<file path="src/rtl/irq_seq_pkg.sv">
package irq_seq_pkg;

    typedef enum logic [1:0] {
        MODE_MAIN = 2'd0,
        MODE_INT  = 2'd1,
        MODE_NMI  = 2'd2
    } mode_e;

    typedef enum logic [1:0] {
        ST_RUN  = 2'd0,
        ST_TAKE = 2'd1,
        ST_BACK = 2'd2
    } state_e;

    typedef struct packed {
        logic c;
        logic z;
    } flags_t;

    localparam int NUM_MODES = 3;

endpackage

</file>
<file path="src/rtl/irq_flag_banks.sv">
module irq_flag_banks
    import irq_seq_pkg::*;
#(
    parameter int NBANK = NUM_MODES
) (
    input  logic   clk,
    input  logic   rst_n,
    input  mode_e  sel,
    input  logic   we,
    input  flags_t wr,
    output flags_t rd
);
    localparam int SEL_W = $clog2(NBANK);

    flags_t [NBANK-1:0] bank_q;

    always_ff @(posedge clk or negedge rst_n) begin
        if (!rst_n) begin
            bank_q <= '0;
        end else begin
            for (int b = 0; b < NBANK; b++) begin
                if (we && (SEL_W'(sel) == SEL_W'(b))) begin
                    bank_q[b] <= wr;
                end
            end
        end
    end

    always_comb begin
        rd = '0;
        for (int b = 0; b < NBANK; b++) begin
            if (SEL_W'(sel) == SEL_W'(b)) begin
                rd = bank_q[b];
            end
        end
    end


    banks_hold_chk: assert property (@(posedge clk) disable iff (!rst_n)
        !we |=> $stable(bank_q));

endmodule

</file>
<file path="src/rtl/irq_hw_stack.sv">
module irq_hw_stack #(
    parameter int DEPTH = 6,
    parameter int W     = 12
) (
    input  logic         clk,
    input  logic         rst_n,
    input  logic         push,
    input  logic         pop,
    input  logic [W-1:0] din,
    output logic [W-1:0] top
);
    logic [DEPTH-1:0][W-1:0] lvl_q;

    always_ff @(posedge clk or negedge rst_n) begin
        if (!rst_n) begin
            lvl_q <= '0;
        end else if (push) begin
            lvl_q <= {lvl_q[DEPTH-2:0], din};
        end else if (pop) begin
            lvl_q <= {W'(0), lvl_q[DEPTH-1:1]};
        end
    end

    assign top = lvl_q[0];


    push_top_chk: assert property (@(posedge clk) disable iff (!rst_n)
        push |=> (top == $past(din)));


    pop_shift_chk: assert property (@(posedge clk) disable iff (!rst_n)
        (pop && !push) |=> (top == $past(lvl_q[1])));

endmodule

</file>
<file path="src/rtl/irq_seq.sv">
module irq_seq
    import irq_seq_pkg::*;
#(
    parameter int              PC_W      = 12,
    parameter int              STK_DEPTH = 6,
    parameter logic [PC_W-1:0] NMI_VEC   = 12'hFFC,
    parameter logic [PC_W-1:0] IRQ_VEC   = 12'hFF8
) (
    input  logic            clk,
    input  logic            rst_n,
    input  logic            nmi_n,
    input  logic            irq_req,
    input  logic            instr_done,
    input  logic            reti,
    input  logic [PC_W-1:0] pc_cur,
    input  logic            flag_we,
    input  logic            c_in,
    input  logic            z_in,
    output logic            pc_load,
    output logic [PC_W-1:0] pc_tgt,
    output logic            stk_push,
    output logic            stk_pop,
    output logic            c_out,
    output logic            z_out,
    output logic [1:0]      mode,
    output logic            mask
);
    state_e          state_q, state_d;
    mode_e           mode_q;
    logic            mask_q, from_int_q;
    logic            nmi_prev_q, nmi_pend_q;
    logic [PC_W-1:0] ret_pc_q, vec_q, stk_top;
    flags_t          flags_rd;

    logic at_bound, do_ret, do_nmi, do_irq;

    assign at_bound = (state_q == ST_RUN) && instr_done;
    assign do_ret   = at_bound && reti;
    assign do_nmi   = at_bound && !reti && nmi_pend_q && (mode_q != MODE_NMI);
    assign do_irq   = at_bound && !reti && !do_nmi && irq_req && !mask_q;

    // next-state logic
    always_comb begin
        state_d = state_q;
        unique case (state_q)
            ST_RUN: begin
                if (do_ret)               state_d = ST_BACK;
                else if (do_nmi || do_irq) state_d = ST_TAKE;
            end
            ST_TAKE: state_d = ST_RUN;
            ST_BACK: state_d = ST_RUN;
            default: state_d = ST_RUN;
        endcase
    end

    // state register
    always_ff @(posedge clk or negedge rst_n) begin
        if (!rst_n) state_q <= ST_RUN;
        else        state_q <= state_d;
    end

    // mode, mask and request capture
    always_ff @(posedge clk or negedge rst_n) begin
        if (!rst_n) begin
            mode_q     <= MODE_MAIN;
            mask_q     <= 1'b0;
            from_int_q <= 1'b0;
            nmi_prev_q <= 1'b1;
            nmi_pend_q <= 1'b0;
            ret_pc_q   <= '0;
            vec_q      <= '0;
        end else begin
            nmi_prev_q <= nmi_n;
            nmi_pend_q <= (nmi_prev_q && !nmi_n) || (nmi_pend_q && !do_nmi);
            if (do_ret) begin
                unique case (mode_q)
                    MODE_INT: begin
                        mode_q <= MODE_MAIN;
                        mask_q <= 1'b0;
                    end
                    MODE_NMI: begin
                        mode_q <= from_int_q ? MODE_INT : MODE_MAIN;
                        mask_q <= from_int_q;
                    end
                    default: mode_q <= MODE_MAIN;
                endcase
            end else if (do_nmi) begin
                from_int_q <= (mode_q == MODE_INT);
                mode_q     <= MODE_NMI;
                mask_q     <= 1'b1;
                ret_pc_q   <= pc_cur;
                vec_q      <= NMI_VEC;
            end else if (do_irq) begin
                mode_q   <= MODE_INT;
                mask_q   <= 1'b1;
                ret_pc_q <= pc_cur;
                vec_q    <= IRQ_VEC;
            end
        end
    end

    // outputs decoded from state
    always_comb begin
        pc_load  = 1'b0;
        stk_push = 1'b0;
        stk_pop  = 1'b0;
        pc_tgt   = '0;
        unique case (state_q)
            ST_TAKE: begin
                pc_load  = 1'b1;
                stk_push = 1'b1;
                pc_tgt   = vec_q;
            end
            ST_BACK: begin
                pc_load = 1'b1;
                stk_pop = 1'b1;
                pc_tgt  = stk_top;
            end
            default: ;
        endcase
    end

    assign mode  = mode_q;
    assign mask  = mask_q;
    assign c_out = flags_rd.c;
    assign z_out = flags_rd.z;

    irq_flag_banks #(.NBANK(NUM_MODES)) u_banks (
        .clk   (clk),
        .rst_n (rst_n),
        .sel   (mode_q),
        .we    (flag_we),
        .wr    ('{c: c_in, z: z_in}),
        .rd    (flags_rd)
    );

    irq_hw_stack #(.DEPTH(STK_DEPTH), .W(PC_W)) u_stack (
        .clk   (clk),
        .rst_n (rst_n),
        .push  (stk_push),
        .pop   (stk_pop),
        .din   (ret_pc_q),
        .top   (stk_top)
    );


    nmi_pend_hold_chk: assert property (@(posedge clk) disable iff (!rst_n)
        (nmi_pend_q && !do_nmi) |=> nmi_pend_q);


    nmi_entry_chk: assert property (@(posedge clk) disable iff (!rst_n)
        (at_bound && !reti && nmi_pend_q && mode_q != MODE_NMI)
        |=> (mode_q == MODE_NMI && pc_tgt == NMI_VEC && stk_push));


    masked_quiet_chk: assert property (@(posedge clk) disable iff (!rst_n)
        (at_bound && !reti && mask_q && !(nmi_pend_q && mode_q != MODE_NMI))
        |=> !pc_load);


    no_bound_quiet_chk: assert property (@(posedge clk) disable iff (!rst_n)
        (state_q == ST_RUN && !instr_done) |=> !pc_load);


    push_pop_excl_chk: assert property (@(posedge clk) disable iff (!rst_n)
        !(stk_push && stk_pop));


    int_return_chk: assert property (@(posedge clk) disable iff (!rst_n)
        (do_ret && mode_q == MODE_INT) |=> (mode_q == MODE_MAIN && !mask_q));

endmodule

</file>
<file path="config.mk">
export PLATFORM = sky130hd
export DESIGN_NAME = irq_seq
export DESIGN_NICKNAME = d
export VERILOG_FILES = /design/src/rtl/irq_seq_pkg.sv /design/src/rtl/irq_flag_banks.sv /design/src/rtl/irq_hw_stack.sv /design/src/rtl/irq_seq.sv
export SDC_FILE = /design/constraint.sdc
export NUM_CORES = 1
export LEC_CHECK = 0
export CELL_PAD_IN_SITES_DETAIL_PLACEMENT = 1
export CELL_PAD_IN_SITES_GLOBAL_PLACEMENT = 1
export CORE_UTILIZATION = 50
export CTS_CLUSTER_SIZE = 16
export DETAILED_ROUTE_END_ITERATION = 8
export PLACE_DENSITY = 0.95
export SLEW_MARGIN = 15
export SYNTH_ARGS = -nofsm -noshare
export SYNTH_HDL_FRONTEND = slang
export SYNTH_HIERARCHICAL = 1
export SYNTH_SLANG_ARGS = --single-unit
</file>
<file path="constraint.sdc">
create_clock -name clk -period 5.54 [get_ports clk]
set_input_delay 1.108 -clock clk [delete_from_list [all_inputs] [get_ports clk]]
set_output_delay 1.108 -clock clk [all_outputs]
set_load 0.1 [all_outputs]
</file>
==> results.txt, run 1 <==
H-tree depth = 3
Cts hold-fix bufs = 0
Reg-to-Reg Start = state_q[0]$_DFFE_PN0P_
Post-synth top area share = 52.0%
Syn Inst Count = 432
Most common cell in the synthesized netlist = dfrtp_1
Diodes inserted = 0
Leak = 2.31 nW
Yosys warns = 6
Fin. max-slew vios = 0
Total GRT Usage = 27.6%
Period minus WS final = 4.56 ns
Post-synthesis xor/xnor area fraction = 0%
Max_slew headroom = 31.9%
Final setup fails = 0
Initial Utilization = 51.6%
Clock tree buffer depth = 2
Yosys cell types = 39
# clock sinks = 100
Crit path from = state_q[1]$_DFFE_PN0P_
Via count = 3354
Power per Cell Area = 522 nW/um2
Commonest cells post-synth = 99 x dfrtp_1, 82 x nand2_1, 62 x mux2i_1, 58 x o21ai_1, 17 x o21ai_0
Clock Skew = 0.00613 ns
Hold WS = 0.513 ns
Slew @ Worst Pin = 1.02 ns
Async SR Flop Fraction = 100%
Routability cong. = 0.742
Fill cell count = 952
Area Growth Syn to Fin = 10.2%
Num rows = 35
Area contributors post-synth = dfrtp_1 52%, mux2i_1 13%, nand2_1 6.5%, o21ai_1 6.1%, mux2_4 2.2%
CTS Buf Count = 9
CTS tree = built
Met3 Routed Length = 417 um
Share of cells above drive strength 1 = 9.56%
Initial antenna violation count = 0
DRC Markers = 0
Routed WL = 12.8 mm
# IOs = 41
RSZ-0062 raised after global routing = false
Setup TNS = 0 ns
Placed Area = 5050 um2
Die area = 9930 um2
Clk_lat worst skew = 0.36 ns
VDD IR-drop max = 0.455 mV
Final worst slack = 0.978 ns
Post-Place Setup Slack = 1.47 ns
Routed len/inst = 22.1 um
Adder-Cell Fraction of Synth Area = 0.787%
I/O Buffers = 40
Post-Synth Simple-Gate Area = 11.3%
Core Region = 9240 um2
Hold path depth = 2
Syn avg cell area = 11.0 um2
First-pass GRT wire length = 20.4 mm
Post-DP HPWL = 7.39 mm
Hold Violations, Final = 0
Nets = 469
Routed met2 length = 6.67 mm
Worst reg2reg path endpoint = u_stack/top[1]$_DFFE_PN0P_
Reg2reg setup slack = 3.06 ns
Net count after synthesis = 456
Sequential-to-total area share from yosys stat = 52.5%
Critical path required time = 4.43 ns
Crit start category = flop
DR iter-0 viols = 280
CP Max Fanout = 70
Status = finished clean
Max-cap viol count = 0
Post-cts sizing count = 0
M1 WL = 5.38 mm
Synth Cell Area = 4770 um2
Compound-gate portion of the synthesized area = 10.6%
EDFF count, synth = 0
Cell area after layout = 5250 um2
WS Path Type = reg -> out
Fmax = 0.219 GHz
End point of the critical path = pc_tgt[6]
Die Wd = 99.6 um
Main combinational cell family by area after synthesis = multiplexers
Overflow after GRT = 0
Nature of the critical path endpoint = output port
Area leader, netlist = dfrtp_1
DRT Pass-1 Iters = 4
Min-Delay Path Class = reg -> reg
Post-synthesis mux area share = 17.8%
Reg clk slew, reported paths = 0.10 ns
Max Used Layer = met4
Largest net degree at the start of global routing = 79
Final worst path period share = 82.3%
Critical path arrival = 3.45 ns
#FFs+latches synth = 100
Root Buffer = clkbuf_8
Top_reg_cell synth = dfrtp_1
FF-to-FF path depth = 5
Vias in the first global route = 3682
Final ANT Viol Nets = 0
Die H = 99.6 um
Setup Buffers After CTS = 0
Drt via density = 5.79
-- sequential cells by signal (all words and copies together), names as in the netlist --
signal          flops
vec_q               2
ret_pc_q           12
u_stack/top        12
nmi_pend_q          1
mask                1
from_int_q          1
u_banks/bank_q      6
mode                2
state_q             2
u_stack/lvl_q      60
nmi_prev_q          1
-- critical path: stages, from the launching register on --
cell and delay [ns]:
dfrtp_1 0.43, inv_1 0.15, ha_4 0.63, and3_1 0.54, a21o_1 0.17, clkdlybuf4s50_1 1.14
-- where the power goes --
| part | switching (mW) | internal (mW) | total, mW |
|---|---|---|---|
| registers | 0.188 | 0.911 | 1.10 |
| clock network | 0.273 | 0.212 | 0.484 |
| logic | 0.767 | 0.393 | 1.16 |
| total | 1.23 | 1.52 | 2.74 |
-- worst min-delay path by stage --
stage	slack, ns	from	to
final	0.51	nmi_pend_q$_DFF_PN0_	nmi_pend_q$_DFF_PN0_
after global routing	0.53	u_banks/bank_q[5]$_DFFE_PN0P_	u_banks/bank_q[5]$_DFFE_PN0P_
after CTS	0.52	u_banks/bank_q[5]$_DFFE_PN0P_	u_banks/bank_q[5]$_DFFE_PN0P_
after detailed placement	0.48	vec_q[2]$_DFFE_PN0P_	vec_q[2]$_DFFE_PN0P_
after global placement	0.44	vec_q[10]$_DFFE_PN0P_	vec_q[10]$_DFFE_PN0P_
after floorplan	0.43	vec_q[10]$_DFFE_PN0P_	vec_q[10]$_DFFE_PN0P_
-- cell usage in the layout (no fill, tap or decap), drive strengths merged, types with 2 or more instances in the layout --
master / n
a21o: 9
and2: 2
and3: 3
buf: 4
clkbuf: 9
clkdlybuf4s50: 39
clkinv: 3
dfrtp: 99
ha: 3
inv: 5
mux2: 18
mux2i: 62
nand2: 83
nand2b: 13
nand3: 2
nand3b: 2
nor2b: 2
o21ai: 75
o2bb2ai: 2
or4b: 2
-- metal layers --
metal,vias to the layer above,track usage (%)
li1,1496,-
met1,1718,34.5
met2,110,47.3
met3,30,5.20
met4,0,11.2
met5,-,0
-- metrics by stage --
| stage | util [%] | total power, mW | cells |
|---|---|---|---|
| 2_1_floorplan | - | 2.00 | 432 |
| 3_3_place_gp | 54.7 | 2.12 | 563 |
| 3_5_place_dp | 54.7 | 2.20 | 563 |
| 4_1_cts | 56.8 | 2.74 | 579 |
| 5_1_grt | 56.8 | 2.84 | 579 |
| 6_report | 56.8 | 2.74 | 579 |
-- layout make-up --
type | instances | area, um2 | area share [%]
Clock buffer | 9 | 124 | 2.36
Sequential cell | 100 | 2500 | 47.7
Timing Repair Buffer | 43 | 420 | 8.01
Tap cell | 129 | 161 | 3.07
Inverter | 3 | 11.3 | 0.214
Clock inverter | 7 | 73.8 | 1.41
Multi-Input combinational cell | 288 | 1960 | 37.3
-- cells by family (layout without fill, tap and decap cells) --
kind of cell,count (synthesis),in the layout
AO/OA/AOI/OAI,92,92
adder cells (fa/ha/maj),3,3
buffers and inverters,44,62
flip-flops,100,100
multiplexers,80,80
AND/OR/NAND/NOR,113,113
Power figures use the tool's default switching activity.
==> run 2, diff against run 1 <==
- CORE_UTILIZATION: 50 -> 46
- PLACE_DENSITY: 0.95 -> 0.9
- clock period: 5.54 -> 4.37 ns (I/O delays scaled with it)
==> run 2 against run 1 <==
Against the previous run: core utilization shrank 4.2 points; routed wire length is 15% lower; die area up 8.5%.
==> results.txt, run 2 (same netlist as run 1, synthesis figures left out) <==
Most flops, register = u_stack/lvl_q
Fin. max-slew vios = 0 (unchanged)
Slew @ Worst Pin = 1.06 ns (+0.0403 ns)
Vias in the first global route = 3524 (-4.3%)
Max reg flops = 60 (unchanged)
WS Path Type = reg -> out
CP peak stage delay = 1.21 ns (+0.07 ns)
First-pass GRT wire length = 18.5 mm (-9.4%)
Routability cong. = 0.712 (-4.0%)
Die area = 10800 um2 (+8.5%)
Commonest non-fill, non-tap cells in the layout = 99 x dfrtp_1, 82 x nand2_1, 62 x mux2i_1
CTS Buf Count = 9 (unchanged)
Initial Utilization = 48.1% (-3.5 points)
Max_slew headroom = 29.2% (-2.7 points)
Critical path arrival = 2.59 ns (-0.86 ns)
Placed Area = 5030 um2 (-0.45%)
Most used routing layer in global routing = met2
VDD IR-drop max = 0.468 mV (+2.9%)
Final ANT Viol Nets = 0 (unchanged)
Num rows = 36 (+2.9%)
Core Region = 9910 um2 (+7.2%)
Die Wd = 104 um (+4.2%)
Fmax = 0.288 GHz
Clk_lat worst skew = 0.36 ns (about the same)
Overflow after GRT = 0 (unchanged)
Period minus WS final = 3.47 ns
Hold Violations, Final = 0 (unchanged)
Via count = 3231 (-3.7%)
Final setup fails = 0 (unchanged)
DRC Markers = 0 (unchanged)
Routed len/inst = 18.6 um (-16%)
Clock tree buffer depth = 2 (unchanged)
CP Max Fanout = 11 (-84%)
H-tree depth = 3 (unchanged)
Largest net degree at the start of global routing = 97 (+23%)
Die H = 104 um (+4.2%)
DR iter-0 viols = 162 (-42%)
Nature of the critical path endpoint = output port
DRT Pass-1 Iters = 4 (unchanged)
Min-Delay Path Class = reg -> reg
Diodes inserted = 0 (unchanged)
Cts hold-fix bufs = 0 (unchanged)
Crit start category = flop
Final worst path period share = 79.3%
GRT met3 Usage = 2.96% (-2.2 points)
# clock sinks = 100 (unchanged)
Area Growth Syn to Fin = 9.42%
Drt via density = 5.53 (-4.5%)
Critical path's slowest cell = clkdlybuf4s50_1
Share of cells above drive strength 1 = 12.2% (+2.6 points)
Power per Cell Area = 644 nW/um2 (+23%)
Total GRT Usage = 21.8% (-5.8 points)
Leak = 2.34 nW (+1.2%)
Setup Buffers After CTS = 0 (unchanged)
Pwr Total = 3.36 mW (+22%)
CTS tree = built
Clock Skew = 0.00615 ns (+0.0000192 ns)
I/O Buffers = 40 (unchanged)
Commonest non-fill, non-tap cell in the layout = dfrtp_1
Reg clk slew, reported paths = 0.09 ns (about the same)
Post-DP HPWL = 6.32 mm (-14%)
Cell area after layout = 5220 um2 (-0.67%)
Setup TNS = 0 ns (unchanged)
Met1 usage = 28.5% (-6.0 points)
Nets = 470 (+0.21%)
Max-cap viol count = 0 (unchanged)
Initial antenna violation count = 0 (unchanged)
Routed WL = 10.9 mm (-15%)
Critical path required time = 3.50 ns (-0.93 ns)
Root Buffer = clkbuf_8
RSZ-0062 raised after global routing = false
Hold WS = 0.480 ns (-0.0324 ns)
Status = finished clean
Post-cts sizing count = 0 (unchanged)
Crit-path cells = and2b_2 -> o2bb2ai_1 -> clkdlybuf4s50_1
# IOs = 41 (unchanged)
M2 GR Usage = 35.0% (-12 points)
run 2: cell types whose count changed in the layout (fill, tap and decap cells not counted):
cell             delta
buf_4              +14
buf_6               +1
bufinv_16           -1
clkbuf_1            +3
clkbuf_8            +3
clkdlybuf4s50_1    -14
clkinv_2            -1
clkinv_4            -1
clkinvlp_4          -1
inv_6               -2
run 2: worst paths after layout:
path	startpoint	to	slack [ns]	cells after the start
setup / recovery	mode[0]$_DFFE_PN0P_	z_out	0.90	3
hold / removal	vec_q[10]$_DFFE_PN0P_	vec_q[10]$_DFFE_PN0P_	0.48	1
setup reg to reg	state_q[1]$_DFFE_PN0P_	ret_pc_q[8]$_DFFE_PN0P_	1.88	6
hold reg to reg	vec_q[10]$_DFFE_PN0P_	vec_q[10]$_DFFE_PN0P_	0.48	1
max in group asynchronous	rst_n	nmi_prev_q$_DFF_PN1_	2.99	2
min in group asynchronous	rst_n	u_stack/lvl_q[63]$_DFFE_PN0P_	0.56	1
run 2: critical path, delay by kind of cell (launching register included):
| family | cells | cell delay (ns) |
|---|---|---|
| AO/OA/AOI/OAI | 1 | 0.14 |
| buffers and inverters | 1 | 1.21 |
| flip-flops | 1 | 0.56 |
| AND/OR/NAND/NOR | 1 | 0.32 |
run 2: routing by layer:
metal | up-vias | routed length (um)
li1 | 1488 | -
met1 | 1636 | 4940
met2 | 77 | 5220
met3 | 30 | 301
met4 | 0 | 422
met5 | - | 0
run 2: metrics by stage:
| stage | setup slack (ns) | std cells | util [%] |
|---|---|---|---|
| after global routing | 0.858 | 584 | 52.6 |
| after detailed placement | 1.38 | 568 | 50.8 |
| final | 0.903 | 584 | 52.6 |
| after global placement | 1.50 | 568 | 50.8 |
| after CTS | 0.905 | 584 | 52.6 |
| after floorplan | 0.593 | 432 | - |
run 2: layout make-up:
class | instances | area, um2
clock buffers | 15 | 176
clock inverters | 1 | 5.00
fillers | 1085 | 4690
inverters | 3 | 11.3
multi-input cells | 288 | 1960
flip-flops and latches | 100 | 2500
well taps | 133 | 166
repair buffers | 44 | 397
run 2: power by group:
part / switching (mW) / total [mW] / internal, mW
logic: 0.945 / 1.44 / 0.491
registers: 0.211 / 1.37 / 1.16
clock network: 0.301 / 0.555 / 0.255
total: 1.46 / 3.36 / 1.90
==> run 3, diff against run 2 <==
- CORE_UTILIZATION: 46 -> 42
- PLACE_DENSITY: 0.9 -> 0.87
- clock period: 4.37 -> 3.1 ns (I/O delays scaled with it)
==> run 3 against run 2 <==
Against the previous run: core utilization decreased by 2.4 points; power increased by 56%; cell area increased by 5.3%; sequential share of layout area decreased by 2.4 points; first-iteration DRC count increased by 30%; combinational power increased by 44%; non-clock buffer count increased by 1; global-route usage increased by 0.24 points.
==> results.txt, run 3 (same netlist as run 1, synthesis figures left out) <==
Final ANT Viol Nets = 0 (unchanged)
Cell area after layout = 5490 um2 (+5.3%)
Routed len/inst = 19.8 um (+6.3%)
Die area = 11800 um2 (+9.3%)
Area Growth Syn to Fin = 15.2%
Critical path arrival = 2.23 ns (-0.36 ns)
WS Path Type = reg -> out
Commonest non-fill, non-tap cell in the layout = dfrtp_1
# IOs = 41 (unchanged)
# clock sinks = 100 (unchanged)
Root Buffer = clkbuf_16
Crit start category = flop
Drt via density = 5.41 (-2.3%)
DR iter-0 viols = 210 (+30%)
Fmax = 0.351 GHz
Clk_lat worst skew = 0.35 ns (about the same)
Nature of the critical path endpoint = output port
Fill cell count = 1159 (+6.8%)
First-pass GRT wire length = 19.6 mm (+5.5%)
Status = finished clean
CTS Buf Count = 9 (unchanged)
Met3 Routed Length = 312 um (+3.7%)
Overflow after GRT = 0 (unchanged)
H-tree depth = 3 (unchanged)
Max-cap viol count = 0 (unchanged)
Die H = 109 um (+4.6%)
DRC Markers = 0 (unchanged)
Hold Violations, Final = 0 (unchanged)
Setup TNS = 0 ns (unchanged)
VDD IR-drop max = 0.732 mV (+56%)
RSZ-0062 raised after global routing = false
Via count = 3200 (-0.96%)
Diodes inserted = 0 (unchanged)
Clock tree buffer depth = 2 (unchanged)
Core Region = 10900 um2 (+10%)
M1 WL = 5.08 mm (+2.9%)
Vias in the first global route = 3562 (+1.1%)
Fin. max-slew vios = 0 (unchanged)
Routed WL = 11.7 mm (+7.7%)
Max reg flops = 60 (unchanged)
Routed met2 length = 6.07 mm (+16%)
Share of cells above drive strength 1 = 14.6% (+2.4 points)
Period minus WS final = 2.85 ns
Min-Delay Path Class = in -> async
Setup Buffers After CTS = 0 (unchanged)
Power per Cell Area = 956 nW/um2 (+49%)
Initial antenna violation count = 0 (unchanged)
Critical path required time = 2.48 ns (-1.02 ns)
Nets = 471 (+0.21%)
Final setup fails = 0 (unchanged)
Clock Skew = 0.00822 ns (+0.00207 ns)
Routability cong. = 0.750 (+5.2%)
I/O Buffers = 40 (unchanged)
Num rows = 38 (+5.6%)
Post-DP HPWL = 6.74 mm (+6.7%)
Placed Area = 5170 um2 (+2.8%)
CP Max Fanout = 9 (-2)
Reg clk slew, reported paths = 0.07 ns (-0.02 ns)
Die Wd = 109 um (+4.6%)
Largest net degree at the start of global routing = 89 (-8.2%)
Most flops, register = u_stack/lvl_q
Post-cts sizing count = 0 (unchanged)
Cts hold-fix bufs = 0 (unchanged)
Total GRT Usage = 22.1% (+0.24 points)
Slew @ Worst Pin = 1.11 ns (+0.0523 ns)
CTS tree = built
Leak = 2.44 nW (+4.5%)
DRT Pass-1 Iters = 4 (unchanged)
Commonest non-fill, non-tap cells in the layout = 99 x dfrtp_1, 82 x nand2_1, 62 x mux2i_1
Max_slew headroom = 25.9% (-3.3 points)
Max Used Layer = met4
Initial Utilization = 43.6% (-4.5 points)
Final worst path period share = 92.0%
==> run 3: changes by cell type in the layout (fill, tap and decap cells not counted) <==
cell	before	now
clkinvlp_4	0	1
clkbuf_1	3	2
bufinv_16	0	2
nor2b_1	2	1
buf_6	1	0
o2bb2ai_1	2	0
clkbuf_8	12	1
clkdlybuf4s50_1	25	19
buf_4	18	16
clkbuf_16	0	9
o2bb2ai_2	0	2
buf_12	0	10
nor2b_2	0	1
==> run 3: worst paths after layout <==
check / from / end / slack [ns] / cells after the start
setup / recovery: state_q[0]$_DFFE_PN0P_ / pc_tgt[8] / 0.25 / 5
hold / removal: rst_n / ret_pc_q[0]$_DFFE_PN0P_ / 0.29 / 1
setup reg to reg: state_q[1]$_DFFE_PN0P_ / u_stack/lvl_q[66]$_DFFE_PN0P_ / 0.70 / 6
hold reg to reg: nmi_pend_q$_DFF_PN0_ / nmi_pend_q$_DFF_PN0_ / 0.50 / 2
max in group asynchronous: rst_n / u_stack/lvl_q[44]$_DFFE_PN0P_ / 2.08 / 2
min in group clk: nmi_pend_q$_DFF_PN0_ / nmi_pend_q$_DFF_PN0_ / 0.50 / 2
==> run 3: area by class of cell <==
class                           count  area, um2  area share [%]
Clock buffer                       12        246            4.49
Tap cell                          140        175            3.19
Inverter                            3       11.3           0.205
Multi-Input combinational cell    288       1970            35.9
Clock inverter                      4       72.6            1.32
Timing Repair Buffer               45        510            9.30
Sequential cell                   100       2500            45.6
==> run 3: metal layers <==
metal / track usage [%] / vias to the layer above
met4: 8.49 / 0
met5: 0 / -
li1: - / 1490
met3: 4.70 / 22
met2: 36.9 / 60
met1: 27.9 / 1628
==> run 3: where the power goes <==
group | internal (mW) | switching [mW]
combinational | 0.739 | 1.33
clock | 0.729 | 0.496
sequential | 1.63 | 0.327
total | 3.10 | 2.15
==> run 3: worst max-delay path, stage by stage, from the launching register on <==
cell	delay, ns
dfrtp_1	0.40
inv_1	0.13
ha_1	0.40
and3_1	0.52
a21o_1	0.22
buf_12	0.19
==> run 3: through the flow <==
stage / cells / hold slack (ns) / utilization, % / setup slack [ns] / power [mW]
after floorplan: 432 / 0.324 / - / 0.0119 / 3.60
after global placement: 576 / 0.452 / 47.3 / 0.620 / 3.85
after detailed placement: 576 / 0.483 / 47.3 / 0.517 / 3.98
after CTS: 592 / 0.300 / 50.2 / 0.218 / 5.27
after global routing: 592 / 0.346 / 50.2 / 0.195 / 5.46
final: 592 / 0.286 / 50.2 / 0.248 / 5.25
